==> config.mk <==
export PLATFORM = sky130hd
export DESIGN_NAME = wdog_timer
export DESIGN_NICKNAME = d
export VERILOG_FILES = /design/src/rtl/wdog_pkg.sv /design/src/rtl/wdog_prescale.sv /design/src/rtl/wdog_regs.sv /design/src/rtl/wdog_ctr.sv /design/src/rtl/wdog_timer.sv
export SDC_FILE = /design/constraint.sdc
export NUM_CORES = 1
export LEC_CHECK = 0
export BUFFER_PORTS_ARGS = -buffer_cell sky130_fd_sc_hd__buf_2
export CORE_MARGIN = 8
export CORE_UTILIZATION = 55
export CTS_CLUSTER_SIZE = 8
export DETAILED_ROUTE_END_ITERATION = 8
export PLACE_DENSITY = 0.78
export SETUP_SLACK_MARGIN = 0.15
export SLEW_MARGIN = 20
export SYNTH_ARGS = -nofsm -noshare
export SYNTH_HDL_FRONTEND = slang
export SYNTH_SLANG_ARGS = --single-unit
==> constraint.sdc <==
create_clock -name clk -period 4.24 [get_ports clk]
set_input_delay 0.212 -clock clk [delete_from_list [all_inputs] [get_ports clk]]
set_output_delay 0.212 -clock clk [all_outputs]
set_load 0.02 [all_outputs]
==> src/rtl/wdog_pkg.sv <==
package wdog_pkg;

    // Control field positions (software decodes these)
    localparam int RUN_BIT    = 18;
    localparam int RSTEN_BIT  = 21;
    localparam int CLKEN_BIT  = 24;
    localparam int PREEN_BIT  = 25;

    // Count field position inside the timeout register
    localparam int CNT_SHIFT  = 16;

    // Register byte offsets
    localparam int OFF_CTRL    = 'h0;
    localparam int OFF_TMO     = 'h8;
    localparam int OFF_RESTART = 'hC;

    typedef enum logic [1:0] {
        ST_OFF  = 2'd0,
        ST_RUN  = 2'd1,
        ST_FIRE = 2'd2,
        ST_HOLD = 2'd3
    } wd_state_t;

endpackage

==> src/rtl/wdog_prescale.sv <==
module wdog_prescale #(
    parameter int DIV_W = 18
) (
    input  logic             clk,
    input  logic             rst_n,
    input  logic             active,
    input  logic [DIV_W-1:0] div,
    output logic             tick
);
    localparam int EXT_W = DIV_W + 1;

    logic [DIV_W-1:0] phase;
    logic             wrap;

    // A divide value of 0 or 1 yields a tick every clock.
    assign wrap = (EXT_W'(phase) + EXT_W'(1)) >= EXT_W'(div);
    assign tick = active && wrap;

    always_ff @(posedge clk or negedge rst_n) begin
        if (!rst_n) begin
            phase <= '0;
        end else if (!active || wrap) begin
            phase <= '0;
        end else begin
            phase <= phase + DIV_W'(1);
        end
    end

endmodule

==> src/rtl/wdog_regs.sv <==
module wdog_regs
    import wdog_pkg::*;
#(
    parameter int ADDR_W = 4,
    parameter int DATA_W = 32,
    parameter int DIV_W  = 18,
    parameter int CNT_W  = 16
) (
    input  logic              clk,
    input  logic              rst_n,
    input  logic [ADDR_W-1:0] bus_addr,
    input  logic              bus_we,
    input  logic [DATA_W-1:0] bus_wdata,
    output logic [DATA_W-1:0] bus_rdata,
    input  logic [CNT_W-1:0]  cnt_i,
    output logic [DIV_W-1:0]  div_o,
    output logic              run_o,
    output logic              rst_en_o,
    output logic              clk_en_o,
    output logic              pre_en_o,
    output logic [CNT_W-1:0]  timeout_o,
    output logic              restart_o
);
    localparam logic [ADDR_W-1:0] A_CTRL    = ADDR_W'(OFF_CTRL);
    localparam logic [ADDR_W-1:0] A_TMO     = ADDR_W'(OFF_TMO);
    localparam logic [ADDR_W-1:0] A_RESTART = ADDR_W'(OFF_RESTART);

    logic wr_ctrl;
    logic wr_tmo;
    logic unused_wdata;

    assign wr_ctrl   = bus_we && (bus_addr == A_CTRL);
    assign wr_tmo    = bus_we && (bus_addr == A_TMO);
    assign restart_o = bus_we && (bus_addr == A_RESTART);

    assign unused_wdata = ^bus_wdata;

    always_ff @(posedge clk or negedge rst_n) begin
        if (!rst_n) begin
            div_o    <= '0;
            run_o    <= 1'b0;
            rst_en_o <= 1'b0;
            clk_en_o <= 1'b0;
            pre_en_o <= 1'b0;
        end else if (wr_ctrl) begin
            div_o    <= bus_wdata[DIV_W-1:0];
            run_o    <= bus_wdata[RUN_BIT];
            rst_en_o <= bus_wdata[RSTEN_BIT];
            clk_en_o <= bus_wdata[CLKEN_BIT];
            pre_en_o <= bus_wdata[PREEN_BIT];
        end
    end

    // Only the timeout half is writable; the count half is read-only.
    always_ff @(posedge clk or negedge rst_n) begin
        if (!rst_n) begin
            timeout_o <= '0;
        end else if (wr_tmo) begin
            timeout_o <= bus_wdata[CNT_W-1:0];
        end
    end

    always_comb begin
        bus_rdata = '0;
        if (bus_addr == A_CTRL) begin
            bus_rdata[DIV_W-1:0] = div_o;
            bus_rdata[RUN_BIT]   = run_o;
            bus_rdata[RSTEN_BIT] = rst_en_o;
            bus_rdata[CLKEN_BIT] = clk_en_o;
            bus_rdata[PREEN_BIT] = pre_en_o;
        end else if (bus_addr == A_TMO) begin
            bus_rdata[CNT_W-1:0]          = timeout_o;
            bus_rdata[CNT_SHIFT +: CNT_W] = cnt_i;
        end
    end

endmodule

==> src/rtl/wdog_ctr.sv <==
module wdog_ctr
    import wdog_pkg::*;
#(
    parameter int CNT_W = 16
) (
    input  logic             clk,
    input  logic             rst_n,
    input  logic             cnt_en,
    input  logic             tick,
    input  logic             restart,
    input  logic             rst_en,
    input  logic [CNT_W-1:0] timeout,
    output logic [CNT_W-1:0] cnt,
    output logic             rst_req,
    output logic             expired
);
    wd_state_t state, state_nx;
    logic      reached;

    assign reached = (cnt >= timeout);

    // State register
    always_ff @(posedge clk or negedge rst_n) begin
        if (!rst_n) begin
            state <= ST_OFF;
        end else begin
            state <= state_nx;
        end
    end

    // Transitions
    always_comb begin
        state_nx = state;
        unique case (state)
            ST_OFF: begin
                if (cnt_en) state_nx = ST_RUN;                  // enable
            end
            ST_RUN: begin
                if (!cnt_en)                 state_nx = ST_OFF; // disable
                else if (!restart && reached) state_nx = ST_FIRE; // reach
            end
            ST_FIRE: begin
                if (!cnt_en)      state_nx = ST_OFF;             // disable
                else if (restart) state_nx = ST_RUN;             // rearm
                else              state_nx = ST_HOLD;            // settle
            end
            ST_HOLD: begin
                if (!cnt_en)      state_nx = ST_OFF;             // disable
                else if (restart) state_nx = ST_RUN;             // rearm
            end
            default: state_nx = ST_OFF;
        endcase
    end

    // Outputs
    always_comb begin
        rst_req = 1'b0;
        unique case (state)
            ST_FIRE: rst_req = rst_en;
            ST_OFF, ST_RUN, ST_HOLD: rst_req = 1'b0;
            default: rst_req = 1'b0;
        endcase
    end

    // Tick count: restart wins, advance only while running below timeout
    always_ff @(posedge clk or negedge rst_n) begin
        if (!rst_n) begin
            cnt <= '0;
        end else if (restart) begin
            cnt <= '0;
        end else if (state == ST_RUN && tick && !reached) begin
            cnt <= cnt + CNT_W'(1);
        end
    end

    // Sticky expiry flag, set on entry to ST_FIRE
    always_ff @(posedge clk or negedge rst_n) begin
        if (!rst_n) begin
            expired <= 1'b0;
        end else if (state != ST_FIRE && state_nx == ST_FIRE) begin
            expired <= 1'b1;
        end
    end

endmodule

==> src/rtl/wdog_timer.sv <==
module wdog_timer
    import wdog_pkg::*;
#(
    parameter int ADDR_W = 4,
    parameter int DATA_W = 32,
    parameter int DIV_W  = 18,
    parameter int CNT_W  = 16
) (
    input  logic              clk,
    input  logic              rst_n,
    input  logic [ADDR_W-1:0] bus_addr,
    input  logic              bus_we,
    input  logic [DATA_W-1:0] bus_wdata,
    output logic [DATA_W-1:0] bus_rdata,
    output logic              rst_req,
    output logic              expired
);
    logic [DIV_W-1:0] div_w;
    logic             run_w;
    logic             rst_en_w;
    logic             clk_en_w;
    logic             pre_en_w;
    logic [CNT_W-1:0] timeout_w;
    logic             restart_w;
    logic [CNT_W-1:0] cnt_w;
    logic             cnt_en_w;
    logic             tick_w;

    assign cnt_en_w = run_w && clk_en_w && pre_en_w;

    wdog_regs #(
        .ADDR_W(ADDR_W), .DATA_W(DATA_W), .DIV_W(DIV_W), .CNT_W(CNT_W)
    ) u_regs (
        .clk(clk), .rst_n(rst_n),
        .bus_addr(bus_addr), .bus_we(bus_we), .bus_wdata(bus_wdata),
        .bus_rdata(bus_rdata), .cnt_i(cnt_w),
        .div_o(div_w), .run_o(run_w), .rst_en_o(rst_en_w),
        .clk_en_o(clk_en_w), .pre_en_o(pre_en_w),
        .timeout_o(timeout_w), .restart_o(restart_w)
    );

    wdog_prescale #(.DIV_W(DIV_W)) u_pre (
        .clk(clk), .rst_n(rst_n), .active(cnt_en_w), .div(div_w), .tick(tick_w)
    );

    wdog_ctr #(.CNT_W(CNT_W)) u_ctr (
        .clk(clk), .rst_n(rst_n), .cnt_en(cnt_en_w), .tick(tick_w),
        .restart(restart_w), .rst_en(rst_en_w), .timeout(timeout_w),
        .cnt(cnt_w), .rst_req(rst_req), .expired(expired)
    );

endmodule

==> results.tsv, run 1 <==
stage	metric	value	unit
run_status	status	complete, no violations	
sta	finalClockSkew	0.00789	ns
sta	finalMaxSlewViolations	0	
worst_setup_path	path_max_fanout	19	
synthesis	cells_after_synthesis	468	
synthesis	synth.ff_latch_count	75	
synthesis	synth.avg_cell_area	9.98	um2
worst_setup_path	setup.worst_path.start	u_pre.phase[0]$_DFF_PN0_	
floorplan	number_of_top_level_pins	73	
sta	period_needed	3.66	ns
pwr	power_leakage	2.68	nW
sta	slew_headroom	36.1	%
layout	nFillCells	679	
grt	first_global_vias	3817	
synthesis	synth-main-ff-cell	dfrtp_1	
worst_setup_path	worstSetupEndpoint	u_pre.phase[6]$_DFF_PN0_	
clocking	cts_tree	built	
synthesis	synth_edf_count	0	
layout	antenna-diode-count	0	
run	cap_violations	0	
placed_design	numPortBuffers	62	
synthesis	yosys.cell_types.count	46	
grt	grt_max_degree	49	
floorplan	die_w	108	um
sta	max_freq	0.273	GHz
synthesis	synth_fp_nets	543	
placed_design	place.gp.congestion	0.885	
layout	most_frequent_standard_cell_in_the_layout_excluding_fill_and_tap_cells	dfrtp_1	
synthesis	synth_area	4670	um2
pwr	irDropWorstVdd	0.000229	V
route	number_of_detailed_routing_iterations_run_before_antenna_repair	5	
sta	timing_worst_slew_pin_value	0.956	ns
grt	antenna_found_initial	0	
sta	timing.setup.tns	0	ns
route	avgRoutedWirePerCell	17.6	um
worst_setup_path	rrSetupSlack	0.58	ns
sta	layout_worst_path_cycle_share	86.4	%
layout	seqCellArea	1880	um2
floorplan	core	8220	um2
clocking	htree_num_levels	3	
clocking	cts_inserted_buffers	9	
route	drcViolationCount	0	
grt	groute.usage.overall	20.1	%
worst_setup_path	worst_r2r_endpoint	u_pre.phase[6]$_DFF_PN0_	
clocking	cts-resized-gates	0	
clocking	clock_path_buffers	2	
layout	mostFrequentLayoutCells	75 x dfrtp_1, 61 x buf_2, 38 x mux2_2	
worst_setup_path	end_kind	flip-flop	
worst_setup_path	timing.critical_path.required	4.50	ns
floorplan	die-height	108	um
worst_setup_path	cp_data_arrival_time	3.93	ns
clocking	post-cts-setup-buffer-count	0	
route	routed_wl	11200	um
synthesis	synth_async_sr_flop_share	100	%
layout	multi_input_comb_area	2570	um2
clocking	clock_sinks	75	
worst_setup_path	regToRegStartpoint	u_pre.phase[0]$_DFF_PN0_	
synthesis	synth_sequential_area_ratio	40.2	%
sta	whs	0.0917	ns
route	viasPerCell	5.81	
route	drt_iter0_markers	199	
min_path	hold_path.class	in -> reg	
grt	grt_remaining_overflow	0	
synthesis	yosys_warnings	0	
floorplan	die_area	11700	um2
worst_setup_path	startpoint_class	flip-flop	
sta	setup_viol	0	
layout	layout.nets	602	
layout	area_growth_syn_to_layout	12.8	%
floorplan	initial_utilization	56.8	%
worst_setup_path	setup.worst_path.class	reg -> reg	
clocking	clk_pin_slew	0.08	ns
pwr	power.density	356	nW/um2
sta	final-hold-violation-count	0	
worst_setup_path	r2r_cells	11	
placed_design	estimated_wirelength_of_the_detail_placed_design	8330	um
sta	rsz_0062_raised_after_global_routing	false	
route	via_count	3696	
clocking	cts.root.buffer_cell	clkbuf_8	
floorplan	std_cell_rows	33	
route	drt.antenna.violating_nets	0	
clocking	worst_skew_pair.late_latency	0.35	ns
layout	final_layout_size_suffix_gt1_share	23.2	%
grt	grt_pass1_wl	18900	um
-- registers in the layout, indices dropped and copies added, names as in the netlist --
| signal | flops |
|---|---|
| u_pre.phase | 18 |
| u_regs.div_o | 18 |
| u_ctr.cnt | 16 |
| u_regs.timeout_o | 16 |
| u_ctr.state | 2 |
| u_ctr.expired | 1 |
| u_regs.clk_en_o | 1 |
| u_regs.pre_en_o | 1 |
| u_regs.rst_en_o | 1 |
| u_regs.run_o | 1 |
-- per-stage QoR --
stage	setup WS [ns]	util, %	cells	power (W)	cell area, um2
detailed placement	0.650	61.6	620	0.00134	5060
floorplan	1.29	-	468	0.00119	4670
CTS	0.601	64.0	635	0.00189	5260
global route	0.311	64.1	636	0.00198	5270
finish	0.577	64.1	636	0.00188	5270
global placement	0.753	61.6	620	0.00131	5060
-- critical path, stage by stage (launching register included) --
cell and delay (ns):
dfrtp_1 0.45, ha_1 0.26, and4_1 0.38, nand4_1 0.17, xnor2_1 0.21, ha_1 0.27, o211ai_1 0.25, nor3_1 0.09
a221oi_1 0.37, and4_4 0.44, nand2b_1 0.44, nor2b_1 0.25
-- Yosys cell counts, types with 2 or more instances --
library cell	n	share of area, %
dfrtp_1	75	40
mux2_2	38	9.2
ha_1	36	9.6
inv_1	35	2.8
mux2i_1	33	7.1
nor2_1	31	2.5
nand2_1	27	2.2
nand4_1	18	2.4
nor2b_1	18	2.4
and3_1	16	2.1
a21oi_1	15	1.6
clkbuf_1	14	1.1
nand2b_1	13	1.7
nand3_1	13	1.4
xnor2_1	12	2.3
nor3_1	11	1.2
and4_1	8	1.5
o31ai_1	6	0.96
o21ai_0	5	0.54
nor4_1	4	0.54
xor2_1	4	0.75
and2_1	3	0.40
buf_1	3	0.24
a211oi_1	2	0.32
buf_2	2	0.21
nand3b_1	2	0.32
o21a_1	2	0.32
o311ai_1	2	0.38
or3_1	2	0.27
or4b_1	2	0.43
-- power by group --
| group | switching [W] | internal [W] | total, W |
|---|---|---|---|
| Sequential | 0.0000929 | 0.000812 | 0.000905 |
| Combinational | 0.000232 | 0.000194 | 0.000426 |
| Clock | 0.000262 | 0.000285 | 0.000547 |
| Total | 0.000587 | 0.00129 | 0.00188 |
-- metal layers --
metal  up-vias  routed length [um]  GRT usage, %
met2       110                4900          31.6
met5         -                   0             0
li1       1780                   -             -
met4         0                 249          8.13
met3        18                 765          4.22
met1      1788                5290          26.6
-- cell families (layout without fill, tap and decap cells) --
group / after synthesis / after routing / share of synthesized area [%]
buffers and inverters: 56 / 119 / 4.80
muxes: 71 / 71 / 16.2
xor gates and xnor gates: 16 / 16 / 3.00
adders and majority gates: 36 / 36 / 9.64
and+or+nand+nor: 173 / 173 / 20.4
DFF: 75 / 75 / 40.2
AOI/OAI and AO/OA: 41 / 41 / 5.76
-- layout make-up --
cell class / count / share of cell area [%]
clock inverter: 4 / 0.973
multi-input combinational: 337 / 48.8
inverter: 35 / 2.49
timing repair buffer: 69 / 6.98
clock buffer: 11 / 2.68
sequential: 75 / 35.6
tap: 105 / 2.49
-- timing repair --
action	4_1_cts	5_1_grt
hold buffers	0	1
hold endpoints to repair	0	47
endpoints found under the setup margin	0	0
-- worst min-delay path by stage --
stage             startpoint  depth (start not counted)                      endpoint  slack, ns
2_1_floorplan          rst_n                          0      u_ctr.cnt[0]$_DFFE_PN0P_      -0.08
3_3_place_gp   bus_wdata[25]                          2   u_regs.pre_en_o$_DFFE_PN0P_       0.44
3_5_place_dp   bus_wdata[21]                          2   u_regs.rst_en_o$_DFFE_PN0P_       0.45
4_1_cts        bus_wdata[21]                          2   u_regs.rst_en_o$_DFFE_PN0P_       0.08
5_1_grt        bus_wdata[21]                          2   u_regs.rst_en_o$_DFFE_PN0P_       0.08
6_report       bus_wdata[16]                          2  u_regs.div_o[16]$_DFFE_PN0P_       0.09
Power figures use the tool's default switching activity.
==> inputs of run 2 (changes only) <==
--- a/config.mk
+++ b/config.mk
@@ -11,6 +11,7 @@
 export CTS_CLUSTER_SIZE = 8
 export DETAILED_ROUTE_END_ITERATION = 8
 export PLACE_DENSITY = 0.78
+export RECOVER_POWER = 25
 export SETUP_SLACK_MARGIN = 0.15
 export SLEW_MARGIN = 20
 export SYNTH_ARGS = -nofsm -noshare
==> results.tsv, run 2 (synthesized netlist as in run 1, its figures left out) <==
stage	metric	value	unit
run_status	status	finished with violations	
run_status	failed_checks	max-capacitance violations, max-slew violations	
sta	setup_viol	0	
grt	grt_pass1_wl	18900	um
floorplan	die_area	11700	um2
placed_design	dp_cells	620	
route	via_count	3695	
clocking	cts.root.buffer_cell	clkbuf_8	
sta	max_freq	0.273	GHz
floorplan	std_cell_rows	33	
route	drt.antenna.violating_nets	0	
layout	mostFrequentLayoutCells	75 x dfrtp_1, 61 x buf_2, 38 x mux2_2	
placed_design	place.gp.congestion	0.885	
sta	final-hold-violation-count	0	
floorplan	number_of_top_level_pins	73	
clocking	clk_pin_slew	0.08	ns
worst_setup_path	worst_path_largest_cell_delay	0.45	ns
route	avgRoutedWirePerCell	17.6	um
route	viasPerCell	5.81	
clocking	post-cts-setup-buffer-count	0	
sta	timing_worst_slew_pin_value	2.59	ns
worst_setup_path	worstPathBufferInverterCount	0	
sta	timing.setup.tns	0	ns
placed_design	numPortBuffers	62	
grt	grt_max_degree	49	
sta	finalMaxSlewViolations	49	
clocking	cts-resized-gates	0	
clocking	clock_sinks	75	
grt	antenna_found_initial	0	
route	routed_wl	11200	um
min_path	hold_path.class	in -> reg	
layout	most_frequent_standard_cell_in_the_layout_excluding_fill_and_tap_cells	dfrtp_1	
worst_setup_path	path_max_fanout	19	
sta	layout_worst_path_cycle_share	86.3	%
grt	groute.usage.overall	20.1	%
route	drcViolationCount	0	
grt	first_global_vias	3817	
layout	area_growth_syn_to_layout	12.8	%
pwr	irDropWorstVdd	0.000229	V
grt	grt_remaining_overflow	0	
layout	antenna-diode-count	0	
clocking	clock_path_buffers	2	
clocking	worst_skew_pair.late_latency	0.35	ns
layout	finalCoreUtilization	64.1	%
placed_design	estimated_wirelength_of_the_detail_placed_design	8330	um
worst_setup_path	setup.worst_path.class	reg -> reg	
worst_setup_path	worst_path_max_delay_cell	dfrtp_1	
layout	cell_count_final_fillers_out	636	
pwr	power.density	357	nW/um2
sta	period_needed	3.66	ns
route	drt_iter0_markers	202	
clocking	cts-hold-fix-buffers	0	
layout	layout_top_registers	u_pre.phase: 18 flops, u_regs.div_o: 18 flops	
clocking	cts_inserted_buffers	9	
floorplan	core	8220	um2
clocking	htree_num_levels	3	
worst_setup_path	dominant_delay_contributor_by_cell_family_on_the_critical_path	simple AND/OR/NAND/NOR gates	
worst_setup_path	timing.critical_path.required	4.50	ns
worst_setup_path	cp_data_arrival_time	3.92	ns
layout	nFillCells	679	
worst_setup_path	end_kind	flip-flop	
worst_setup_path	critical-path-top-cell-by-count	ha_1	
sta	rsz_0062_raised_after_global_routing	false	
sta	finalClockSkew	0.00758	ns
clocking	cts_tree	built	
layout	layout.nets	602	
floorplan	die-height	108	um
worst_setup_path	startpoint_class	flip-flop	
floorplan	die_w	108	um
worst_setup_path	cells_traversed_along_the_worst_timing_path	ha_1 > and4_1 > nand4_1 > xnor2_1 > ha_1 > o211ai_1 > nor3_1 > a221oi_1 > and4_4 > nand2b_1 > nor2b_1	
pwr	power_leakage	2.68	nW
sta	slew_headroom	-72.5	%
run	cap_violations	1	
route	number_of_detailed_routing_iterations_run_before_antenna_repair	5	
layout	final_layout_size_suffix_gt1_share	23.0	%
floorplan	initial_utilization	56.8	%
-- run 2: power by group --
group | leakage, nW | switching [W] | internal, W
sequential | 0.977 | 0.0000928 | 0.000812
clock | 0.0954 | 0.000262 | 0.000285
combinational | 1.61 | 0.000232 | 0.000194
-- run 2: layout make-up --
| class | count | area, um2 | share of cell area [%] |
|---|---|---|---|
| tap | 105 | 131 | 2.49 |
| clock inverter | 4 | 51.3 | 0.974 |
| multi-input combinational | 337 | 2570 | 48.8 |
| sequential | 75 | 1880 | 35.6 |
| clock buffer | 11 | 141 | 2.68 |
| timing repair buffer | 69 | 364 | 6.91 |
| inverter | 35 | 131 | 2.49 |
-- run 2: final timing paths --
kind	end	startpoint	cells after the start	slack, ns
max	u_pre.phase[6]$_DFF_PN0_	u_pre.phase[0]$_DFF_PN0_	11	0.58
min	u_regs.div_o[16]$_DFFE_PN0P_	bus_wdata[16]	2	0.09
max reg2reg	u_pre.phase[6]$_DFF_PN0_	u_pre.phase[0]$_DFF_PN0_	11	0.58
min reg2reg	u_ctr.expired$_DFFE_PN0P_	u_ctr.expired$_DFFE_PN0P_	1	0.47
max in group asynchronous	u_ctr.cnt[14]$_DFFE_PN0P_	rst_n	3	1.55
min in group asynchronous	u_regs.div_o[5]$_DFFE_PN0P_	rst_n	2	1.21
-- run 2: metal layers --
metal	up-vias	routed length [um]	track usage (%)
li1	1780	-	-
met1	1786	5290	26.6
met2	111	4900	31.6
met4	0	249	8.13
met3	18	767	4.22
met5	-	0	0
-- run 2: per-stage QoR --
step	setup slack (ns)	cell area, um2	power, W	hold WS, ns
2_1_floorplan	1.29	4670	0.00119	-0.0836
3_3_place_gp	0.753	5060	0.00131	0.445
3_5_place_dp	0.650	5060	0.00134	0.451
4_1_cts	0.601	5260	0.00189	0.0823
5_1_grt	0.311	5270	0.00198	0.0848
6_report	0.581	5270	0.00188	0.0917
==> inputs of run 3 (changes only) <==
--- a/config.mk
+++ b/config.mk
@@ -5,7 +5,7 @@
 export SDC_FILE = /design/constraint.sdc
 export NUM_CORES = 1
 export LEC_CHECK = 0
-export BUFFER_PORTS_ARGS = -buffer_cell sky130_fd_sc_hd__buf_2
+export BUFFER_PORTS_ARGS = -buffer_cell sky130_fd_sc_hd__clkbuf_2
 export CORE_MARGIN = 8
 export CORE_UTILIZATION = 55
 export CTS_CLUSTER_SIZE = 8
==> results.tsv, run 3 (synthesized netlist as in run 1, its figures left out) <==
stage	metric	value	unit
layout	layout_top_registers	u_pre.phase: 18 flops, u_regs.div_o: 18 flops	
clocking	cts_inserted_buffers	9	
floorplan	number_of_top_level_pins	73	
route	drt_iter0_markers	187	
layout	layout.nets	601	
layout	most_frequent_standard_cell_in_the_layout_excluding_fill_and_tap_cells	dfrtp_1	
floorplan	core	8220	um2
worst_setup_path	timing.critical_path.required	4.48	ns
route	drcViolationCount	0	
layout	cell_count_final_fillers_out	636	
worst_setup_path	worstPathBufferInverterCount	2	
grt	antenna_found_initial	0	
sta	final-hold-violation-count	0	
sta	rsz_0062_raised_after_global_routing	false	
sta	layout_worst_path_cycle_share	86.6	%
clocking	cts_tree	built	
layout	layout.cell_area.non_filler	5250	um2
worst_setup_path	startpoint_class	primary input	
clocking	clock_sinks	75	
route	viasPerCell	5.85	
clocking	htree_num_levels	3	
clocking	cts.root.buffer_cell	clkbuf_8	
worst_setup_path	rrSetupSlack	0.78	ns
placed_design	estimated_wirelength_of_the_detail_placed_design	8180	um
worst_setup_path	path_max_fanout	36	
grt	grt_remaining_overflow	0	
route	drt.antenna.violating_nets	0	
worst_setup_path	worst_path_max_delay_cell	clkbuf_1	
sta	setup_viol	0	
layout	mostFrequentLayoutCells	75 x dfrtp_1, 60 x clkbuf_2, 38 x mux2_2	
sta	period_needed	3.67	ns
run	cap_violations	3	
layout	final_layout_size_suffix_gt1_share	23.0	%
worst_setup_path	worst_path_largest_cell_delay	1.59	ns
run_status	status	finished with violations	
placed_design	numPortBuffers	62	
floorplan	die_w	108	um
worst_setup_path	end_kind	flip-flop	
pwr	power_leakage	2.64	nW
sta	max_freq	0.272	GHz
sta	timing_worst_slew_pin_value	2.38	ns
worst_setup_path	setup.worst_path.class	in -> reg	
clocking	worst_skew_pair.late_latency	0.36	ns
sta	slew_headroom	-58.3	%
route	total_routed_wire_length_on_the_met1_layer	5290	um
floorplan	std_cell_rows	33	
route	number_of_detailed_routing_iterations_run_before_antenna_repair	4	
worst_setup_path	cp_data_arrival_time	3.91	ns
pwr	total_power	0.00188	W
route	routed_wl	11200	um
grt	groute.usage.overall	20.3	%
floorplan	die_area	11700	um2
placed_design	placed_area	5060	um2
sta	finalClockSkew	0.0101	ns
placed_design	dp_cells	620	
placed_design	place.gp.congestion	0.844	
run_status	failed_checks	max-capacitance violations, max-slew violations	
worst_setup_path	dominant_delay_contributor_by_cell_family_on_the_critical_path	buffers and inverters	
route	routed-wl-met3	730	um
route	via_count	3722	
grt	first_global_vias	3849	
route	avgRoutedWirePerCell	17.5	um
grt	grt_max_degree	44	
route	topRoutingLayerUsed	met4	
clocking	clock_path_buffers	2	
layout	area_growth_syn_to_layout	12.4	%
sta	timing.setup.tns	0	ns
sta	whs	0.0795	ns
clocking	clk_pin_slew	0.08	ns
pwr	irDropWorstVdd	0.000235	V
floorplan	die-height	108	um
sta	finalMaxSlewViolations	115	
route	wl_met2	4880	um
min_path	hold_path.class	in -> reg	
floorplan	initial_utilization	56.8	%
layout	antenna-diode-count	0	
grt	grt_pass1_wl	18900	um
layout	nFillCells	692	
pwr	power.density	358	nW/um2
worst_setup_path	cells_traversed_along_the_worst_timing_path	clkbuf_2 > clkbuf_1 > nand3_1 > mux2_2	
==> run 3: area by class of cell <==
| cell class | count | area (um2) | share of cell area [%] |
|---|---|---|---|
| Multi-Input combinational cell | 337 | 2570 | 49.0 |
| Sequential cell | 75 | 1880 | 35.7 |
| Timing Repair Buffer | 68 | 345 | 6.58 |
| Inverter | 35 | 131 | 2.50 |
| Tap cell | 105 | 131 | 2.50 |
| Clock buffer | 9 | 124 | 2.36 |
| Clock inverter | 7 | 68.8 | 1.31 |
==> run 3: report_power, final <==
group / internal, W / switching (W) / leakage, nW / total, W
registers: 0.000812 / 0.0000923 / 0.977 / 0.000904
logic: 0.000193 / 0.000230 / 1.57 / 0.000423
clock network: 0.000269 / 0.000285 / 0.0950 / 0.000554
total: 0.00127 / 0.000607 / 2.64 / 0.00188
==> run 3: routing by layer <==
metal / track usage (%) / vias to the layer above
li1: - / 1781
met1: 27.0 / 1815
met2: 30.6 / 107
met3: 5.35 / 19
met4: 8.72 / 0
met5: 0 / -
==> run 3: worst register-to-register path, stage by stage, from the launching register on <==
cell and delay [ns]:
dfrtp_1 0.45, ha_1 0.25, and4_1 0.36, nand4_1 0.15, xnor2_1 0.21, ha_1 0.28, o211ai_1 0.24, nor3_1 0.09
a221oi_1 0.41, and4_4 0.44, nand2b_2 0.29, nor2b_1 0.20
==> run 3: path summary, 6_finish.rpt <==
check | from | endpoint | cells past startpoint
max | bus_addr[3] | u_regs.timeout_o[11]$_DFFE_PN0P_ | 4
max reg2reg | u_pre.phase[0]$_DFF_PN0_ | u_pre.phase[10]$_DFF_PN0_ | 11
min reg2reg | u_ctr.expired$_DFFE_PN0P_ | u_ctr.expired$_DFFE_PN0P_ | 1
min in group asynchronous | rst_n | u_regs.div_o[6]$_DFFE_PN0P_ | 1
max in group asynchronous | rst_n | u_regs.div_o[12]$_DFFE_PN0P_ | 2
min | bus_wdata[21] | u_regs.rst_en_o$_DFFE_PN0P_ | 2
==> run 3: per-stage QoR <==
stage          setup WS, ns  util [%]
2_1_floorplan          1.29         -
3_3_place_gp          0.797      61.6
3_5_place_dp          0.618      61.6
4_1_cts               0.593      64.0
5_1_grt               0.374      63.9
6_report              0.568      63.9
==> run 3: what timing repair did <==
action                     4_1_cts  5_1_grt
hold buffers                     0        0
setup buffers                    0        0
setup endpoints to repair        0        1
gates resized for setup          0        1
